`config.mk`:
```
export PLATFORM = sky130hd
export DESIGN_NAME = torus_hop_router
export DESIGN_NICKNAME = d
export VERILOG_FILES = /design/src/rtl/torus_route_pkg.sv /design/src/rtl/torus_axis_step.sv /design/src/rtl/torus_axis_pick.sv /design/src/rtl/torus_hop_router.sv
export SDC_FILE = /design/constraint.sdc
export NUM_CORES = 1
export LEC_CHECK = 0
export BUFFER_PORTS_ARGS = -buffer_cell sky130_fd_sc_hd__buf_2
export CAP_MARGIN = 10
export CORE_MARGIN = 2
export CORE_UTILIZATION = 45
export CTS_CLUSTER_DIAMETER = 100
export DETAILED_ROUTE_END_ITERATION = 6
export GPL_ROUTABILITY_DRIVEN = 0
export PLACE_DENSITY = 0.65
export SYNTH_ARGS = -nofsm -noshare
export SYNTH_HDL_FRONTEND = slang
export SYNTH_SLANG_ARGS = --single-unit
```
`constraint.sdc`:
```
create_clock -name clk -period 3.8 [get_ports clk]
set_clock_uncertainty 0.15 [all_clocks]
set_input_delay 0.76 -clock clk [delete_from_list [all_inputs] [get_ports clk]]
set_output_delay 0.76 -clock clk [all_outputs]
set_load 0.02 [all_outputs]
```
`src/rtl/torus_route_pkg.sv`:
```
// Shared definitions for the torus next-hop router.
// Assumes coordinates are unsigned and smaller than their ring size.
package torus_route_pkg;
    localparam int TR_COORD_W = 4;

    typedef enum logic [1:0] {
        AXIS_X = 2'd0,
        AXIS_Y = 2'd1,
        AXIS_Z = 2'd2
    } axis_e;

    // Direction code: axis in the upper bits, decreasing flag in bit 0.
    function automatic logic [2:0] dir_code(input axis_e axis, input logic dec);
        return {axis, dec};
    endfunction
endpackage

```
`src/rtl/torus_axis_step.sv`:
```
// One-dimension step decision for a ring of size_i nodes.
// Chooses the direct or wrap-around direction from the signed offset
// and half the ring size, then produces the neighbouring coordinate.
// Assumes 2 <= size_i <= 2**COORD_W and cur_i, dst_i < size_i.
module torus_axis_step #(
    parameter int COORD_W = 4
) (
    input  logic [COORD_W:0]   size_i,
    input  logic [COORD_W-1:0] cur_i,
    input  logic [COORD_W-1:0] dst_i,
    output logic               moving_o,
    output logic               dec_o,
    output logic [COORD_W-1:0] next_o
);
    localparam int SIZE_W = COORD_W + 1;

    logic signed [COORD_W:0] offset;
    logic signed [COORD_W:0] half;
    logic [SIZE_W-1:0]       last;
    logic                    far;

    // Signed offset, half-ring threshold and the decision to go the other way round.
    always_comb begin
        offset   = $signed({1'b0, dst_i}) - $signed({1'b0, cur_i});
        half     = $signed({1'b0, size_i[SIZE_W-1:1]});
        last     = size_i - SIZE_W'(1);
        far      = (offset > half) || (offset < -half);
        moving_o = (offset != '0);
        dec_o    = far ? (offset > 0) : (offset < 0);
    end

    // Neighbour coordinate with modular wrap at both ring ends.
    always_comb begin
        if (dec_o) begin
            next_o = (cur_i == '0) ? last[COORD_W-1:0] : cur_i - COORD_W'(1);
        end else begin
            next_o = ({1'b0, cur_i} == last) ? '0 : cur_i + COORD_W'(1);
        end
    end
endmodule

```
`src/rtl/torus_axis_pick.sv`:
```
// Dimension-order selector: picks the lowest-numbered axis that still
// has a nonzero offset (X before Y before Z).
module torus_axis_pick
    import torus_route_pkg::*;
#(
    parameter int N_AXES = 3
) (
    input  logic [N_AXES-1:0] moving_i,
    output axis_e             axis_o,
    output logic              any_o
);
    // Fixed priority: the earliest unresolved dimension wins.
    always_comb begin
        any_o = |moving_i;
        if (moving_i[0])      axis_o = AXIS_X;
        else if (moving_i[1]) axis_o = AXIS_Y;
        else                  axis_o = AXIS_Z;
    end
endmodule

```
`src/rtl/torus_hop_router.sv`:
```
// Torus next-hop router. Captures ring sizes and endpoints on start,
// then emits one minimal-direction hop per cycle in X, Y, Z order and
// finishes with a done pulse carrying the hop count.
// Assumes sizes 2..2**COORD_W and coordinates inside their rings.
module torus_hop_router
    import torus_route_pkg::*;
#(
    parameter int COORD_W = TR_COORD_W
) (
    input  logic                                    clk,
    input  logic                                    rst_n,
    input  logic                                    start,
    input  logic [COORD_W:0]                        size_x,
    input  logic [COORD_W:0]                        size_y,
    input  logic [COORD_W:0]                        size_z,
    input  logic [COORD_W-1:0]                      src_x,
    input  logic [COORD_W-1:0]                      src_y,
    input  logic [COORD_W-1:0]                      src_z,
    input  logic [COORD_W-1:0]                      dst_x,
    input  logic [COORD_W-1:0]                      dst_y,
    input  logic [COORD_W-1:0]                      dst_z,
    output logic                                    busy,
    output logic                                    hop_valid,
    output logic [COORD_W-1:0]                      hop_x,
    output logic [COORD_W-1:0]                      hop_y,
    output logic [COORD_W-1:0]                      hop_z,
    output logic [2:0]                              hop_dir,
    output logic                                    done,
    output logic [$clog2(3*(1<<COORD_W)/2+1)-1:0]   hop_count
);
    localparam int N_AXES = 3;
    localparam int SIZE_W = COORD_W + 1;
    localparam int CNT_W  = $clog2(3 * (1 << COORD_W) / 2 + 1);

    logic [SIZE_W-1:0]  size_q [N_AXES];
    logic [COORD_W-1:0] cur_q  [N_AXES];
    logic [COORD_W-1:0] dst_q  [N_AXES];
    logic [CNT_W-1:0]   cnt_q;

    logic [N_AXES-1:0]  moving;
    logic [N_AXES-1:0]  dec_w;
    logic [COORD_W-1:0] next_w [N_AXES];
    axis_e              axis_sel;
    logic               any_move;
    logic               sel_dec;

    // One step decision per dimension.
    for (genvar a = 0; a < N_AXES; a++) begin : g_axis
        torus_axis_step #(.COORD_W(COORD_W)) u_step (
            .size_i  (size_q[a]),
            .cur_i   (cur_q[a]),
            .dst_i   (dst_q[a]),
            .moving_o(moving[a]),
            .dec_o   (dec_w[a]),
            .next_o  (next_w[a])
        );
    end

    torus_axis_pick #(.N_AXES(N_AXES)) u_pick (
        .moving_i(moving),
        .axis_o  (axis_sel),
        .any_o   (any_move)
    );

    // Direction flag of the selected dimension.
    always_comb begin
        case (axis_sel)
            AXIS_X:  sel_dec = dec_w[0];
            AXIS_Y:  sel_dec = dec_w[1];
            default: sel_dec = dec_w[2];
        endcase
    end

    // Route sequencer: capture on start, step one axis per cycle, finish with done.
    always_ff @(posedge clk) begin
        if (!rst_n) begin
            busy      <= 1'b0;
            hop_valid <= 1'b0;
            done      <= 1'b0;
            hop_dir   <= '0;
            cnt_q     <= '0;
            for (int a = 0; a < N_AXES; a++) begin
                size_q[a] <= '0;
                cur_q[a]  <= '0;
                dst_q[a]  <= '0;
            end
        end else begin
            hop_valid <= 1'b0;
            done      <= 1'b0;
            if (!busy) begin
                if (start) begin
                    busy      <= 1'b1;
                    cnt_q     <= '0;
                    size_q[0] <= size_x;
                    size_q[1] <= size_y;
                    size_q[2] <= size_z;
                    cur_q[0]  <= src_x;
                    cur_q[1]  <= src_y;
                    cur_q[2]  <= src_z;
                    dst_q[0]  <= dst_x;
                    dst_q[1]  <= dst_y;
                    dst_q[2]  <= dst_z;
                end
            end else if (any_move) begin
                hop_valid <= 1'b1;
                hop_dir   <= dir_code(axis_sel, sel_dec);
                cnt_q     <= cnt_q + CNT_W'(1);
                for (int a = 0; a < N_AXES; a++) begin
                    if (axis_sel == axis_e'(a)) cur_q[a] <= next_w[a];
                end
            end else begin
                done <= 1'b1;
                busy <= 1'b0;
            end
        end
    end

    assign hop_x     = cur_q[0];
    assign hop_y     = cur_q[1];
    assign hop_z     = cur_q[2];
    assign hop_count = cnt_q;

    // Upper bound on a minimal route: the sum of the half-ring sizes.
    logic [CNT_W-1:0] min_bound;
    always_comb begin
        min_bound = CNT_W'(size_q[0] >> 1) + CNT_W'(size_q[1] >> 1) + CNT_W'(size_q[2] >> 1);
    end

    p_hold_inputs_r1: assert property (@(posedge clk) disable iff (!rst_n)
        (busy && $past(busy)) |-> ($stable(dst_q[0]) && $stable(dst_q[1]) && $stable(dst_q[2])
                                   && $stable(size_q[0]) && $stable(size_q[1]) && $stable(size_q[2])))
        else $error("captured route inputs changed mid-route");

    p_y_after_x_r2: assert property (@(posedge clk) disable iff (!rst_n)
        (hop_valid && hop_dir[2:1] != 2'd0) |-> (cur_q[0] == dst_q[0]))
        else $error("Y/Z hop while X unresolved");

    p_z_after_y_r2: assert property (@(posedge clk) disable iff (!rst_n)
        (hop_valid && hop_dir[2:1] == 2'd2) |-> (cur_q[1] == dst_q[1]))
        else $error("Z hop while Y unresolved");

    p_in_ring_r4: assert property (@(posedge clk) disable iff (!rst_n)
        hop_valid |-> ({1'b0, hop_x} < size_q[0] && {1'b0, hop_y} < size_q[1]
                       && {1'b0, hop_z} < size_q[2]))
        else $error("hop left its ring");

    p_single_axis_r6: assert property (@(posedge clk) disable iff (!rst_n)
        (hop_valid && $past(busy)) |-> ($countones({cur_q[0] != $past(cur_q[0]),
                                                    cur_q[1] != $past(cur_q[1]),
                                                    cur_q[2] != $past(cur_q[2])}) == 1))
        else $error("hop changed other than one coordinate");

    p_done_alone_r7: assert property (@(posedge clk) disable iff (!rst_n)
        done |-> (!hop_valid && !busy))
        else $error("done overlaps a hop or busy");

    p_count_bound_r7: assert property (@(posedge clk) disable iff (!rst_n)
        done |-> (hop_count <= min_bound))
        else $error("hop count above minimal bound");
endmodule

```
==> impl_metrics.csv <==
group,metric,value,unit
status,status,"complete, no violations",
job,cap_viol_max_count,0,
placement,port_buffers,64,
cts,ctsHoldBuffers,0,
synth,synth_mux_area_frac,0.0270,
layout,fin_cells,623,
cts,cts.clk_slew.worst_paths,90,ps
synth,synthesis.area,0.00413,mm2
power,vdd_drop_max,0.185,mV
detailed_routing,post-route-drc-count,0,
cts,cts_max_level,2,
sta,hold_violations,0,
worst_setup_path,critPathMaxFanout,6,
layout,design_area,0.00473,mm2
grt,grt_usage,0.194,
synth,synth-xor-area-share,0.0636,
detailed_routing,wl_per_cell,15.2,um
layout,fillers,855,
synth,synth_warnings,0,
worst_hold_path,hold_depth,2,
sta,slew_headroom,0.314,
sta,finalMaxSlewViolations,0,
sta,fmaxAchievable,278,MHz
grt,grt_pass1_wl,15700,um
synth,synth_simple_gate_area_frac,0.200,
layout,fin_nets,606,
layout,regArea,0.00139,mm2
synth,ys_seq_area_frac,0.337,
cts,clk_path_buf_depth,2,
grt,grt_pass1_vias,3369,
synth,synth_nets,537,
floorplan,io_pins,65,
floorplan,coreArea,0.00881,mm2
synth,syn_area_per_cell,9.28,um2
worst_setup_path,cp.arrival,3510,ps
detailed_routing,via_per_inst,5.59,
detailed_routing,routed_wl,9450,um
cts,cts_tree,"built",
synth,async_flop_share,0,
worst_setup_path,crit_slowest_cell,"edfxtp_1",
floorplan,die_x,99.8,um
floorplan,dieArea,0.00996,mm2
sta,finalCritPeriodShare,0.947,
sta,tightest_slew,1030,ps
worst_setup_path,reg2regPathDepth,12,
worst_hold_path,hold_class,"reg2reg",
sta,rsz0062_at_grt,"false",
layout,drive_above_1_share,0.184,
worst_setup_path,crit_chain,"inv_1, ha_1, a21boi_1, nor2_1, ha_1, o21ai_0, a21oi_1, nor4b_2, o311a_1, nor2_1, o31ai_1, a32o_1",
placement,place_area,0.00461,mm2
grt,globalRouteMet1Util,0.272,
worst_setup_path,path_class,"reg2reg",
cts,cts_root_buf,"clkbuf_8",
synth,synthCells,445,
floorplan,row_count,34,
grt,use_met3,0.0327,
synth,ys_ff_latch,50,
layout,num_antenna_cells,0,
worst_setup_path,slowest_delay,470,ps
power,power.density,458,mW/mm2
grt,top_usage_layer,"met2",
floorplan,fp.dieH,99.8,um
detailed_routing,ant_nets,0,
placement,place_inst,614,
worst_setup_path,end_kind,"flip-flop",
layout,multi_input_area,0.00253,mm2
synth,synth-edff-count,39,
power,leakage,0.00211,uW
cts,cts_buffers,5,
floorplan,start_util,0.469,
detailed_routing,firstDrtPassIters,5,
grt,grt_remaining_overflow,0,
grt,antenna_found_initial,0,
layout,area_growth,14.4,%
placement,dpl.hpwl,7530,um
detailed_routing,drt_iter0_markers,120,
worst_setup_path,crit_required,3710,ps
detailed_routing,vias,3485,
synth,synth_top_family_by_area,"simple AND/OR/NAND/NOR gates",
cts,worstSkewPairLatency,300,ps
synth,synth_cell_types,59,
synth,synth_compound_area_frac,0.161,
sta,setup_viol,0,
cts,cts_sinks,50,
synth,synth_ff_type,"edfxtp_1",
synth,synth_adder_area_share,0.157,
worst_setup_path,cp-start-kind,"flip-flop",
grt,grt_max_degree,30,
grt,met2_usage,0.308,
sta,fin_setup_tns,0,ps
sta,fin_crit,3600,ps
state kept, by name, summed over array words and instances (netlist names):
signal,flops
busy,1
cur_q,12
done,1
dst_q,12
hop_count,5
hop_dir,3
hop_valid,1
size_q,15
layer usage:
| metal | part of all wire | wire (um) |
|---|---|---|
| met4 | 0.017 | 164 |
| met3 | 0.049 | 460 |
| met2 | 0.46 | 4320 |
| met1 | 0.48 | 4500 |
| met5 | 0 | 0 |
synthesized netlist by cell type, drive strengths merged, types with 2 or more instances:
cell type | n | area share
a211o | 2 | 0.0042
a211oi | 5 | 0.0091
a21boi | 3 | 0.0064
a21o | 2 | 0.0036
a21oi | 32 | 0.041
a22o | 3 | 0.0064
a22oi | 4 | 0.0073
a31oi | 2 | 0.0030
and2 | 30 | 0.045
and3 | 3 | 0.0045
and3b | 4 | 0.0085
buf | 2 | 0.0024
clkbuf | 11 | 0.010
dfxtp | 11 | 0.053
edfxtp | 39 | 0.28
fa | 3 | 0.015
ha | 47 | 0.14
inv | 46 | 0.042
mux2i | 10 | 0.024
nand2 | 20 | 0.018
nand2b | 4 | 0.0079
nand3 | 17 | 0.022
nand3b | 5 | 0.0091
nand4 | 5 | 0.0076
nor2 | 18 | 0.016
nor2b | 14 | 0.021
nor3 | 10 | 0.012
nor3b | 3 | 0.0055
o211ai | 6 | 0.011
o21ai | 21 | 0.025
o31a | 2 | 0.0042
o31ai | 8 | 0.016
or2b | 2 | 0.0036
or3 | 3 | 0.0045
xnor2 | 22 | 0.047
xor2 | 8 | 0.017
power by group:
part           total, uW  internal (uW)  switching (uW)
combinational       1120            503             621
sequential           711            652            59.1
clock                328            147             181
total               2160           1300             861
per-stage QoR:
step                hold WS, ps  worst slack (ps)  power, uW  utilization
floorplan                   400               155       1540            -
CTS                         363              85.9       2150        0.534
global placement            341               283       1780        0.524
detailed placement          348               112       1820        0.524
global route                382              9.34       2340        0.537
finish                      362               202       2160        0.537
layout by cell type, fill, tap and decap left out, types with 14 or more instances in the layout:
| cell type | count |
|---|---|
| inv_1 | 46 |
| nand2_1 | 20 |
| nand3_1 | 16 |
| edfxtp_1 | 39 |
| nor2_1 | 18 |
| ha_1 | 47 |
| buf_2 | 64 |
| o21ai_0 | 21 |
| xnor2_1 | 21 |
| a21oi_1 | 30 |
| and2_1 | 30 |
| nor2b_1 | 14 |
critical path, delay by kind of cell, from the launching register on:
| family | cells | cell delay, ps |
|---|---|---|
| adder cells (fa/ha/maj) | 2 | 640 |
| AO/OA/AOI/OAI | 6 | 1330 |
| buffers and inverters | 1 | 150 |
| flip-flops | 1 | 470 |
| AND/OR/NAND/NOR | 3 | 620 |
kinds of logic after synthesis:
family / after synthesis
mux: 11
simple gates: 145
xor+xnor: 30
compound gates: 100
fa+ha+maj: 50
buf+inv: 59
flops: 50
repair_timing:
action,in CTS,in global routing
setup buffers,0,1
gates resized for setup,0,2
endpoints found under the setup margin,0,4
final cells by class:
type / instances / area share
clock inverters: 2 / 0.00265
repair buffers: 75 / 0.0852
inverters: 46 / 0.0365
clock buffers: 6 / 0.0175
well taps: 108 / 0.0286
flip-flops and latches: 50 / 0.294
multi-input cells: 336 / 0.535
path summary, 6_finish.rpt:
check / from / endpoint / slack, ps
max: cur_q[0][11]$_DFFE_PP_ / cur_q[0][8]$_DFFE_PP_ / 200
min: hop_dir[1]$_SDFFE_PN0P_ / hop_dir[1]$_SDFFE_PN0P_ / 360
max reg2reg: cur_q[0][11]$_DFFE_PP_ / cur_q[0][8]$_DFFE_PP_ / 200
min reg2reg: hop_dir[1]$_SDFFE_PN0P_ / hop_dir[1]$_SDFFE_PN0P_ / 360
Power figures use the tool's default switching activity.
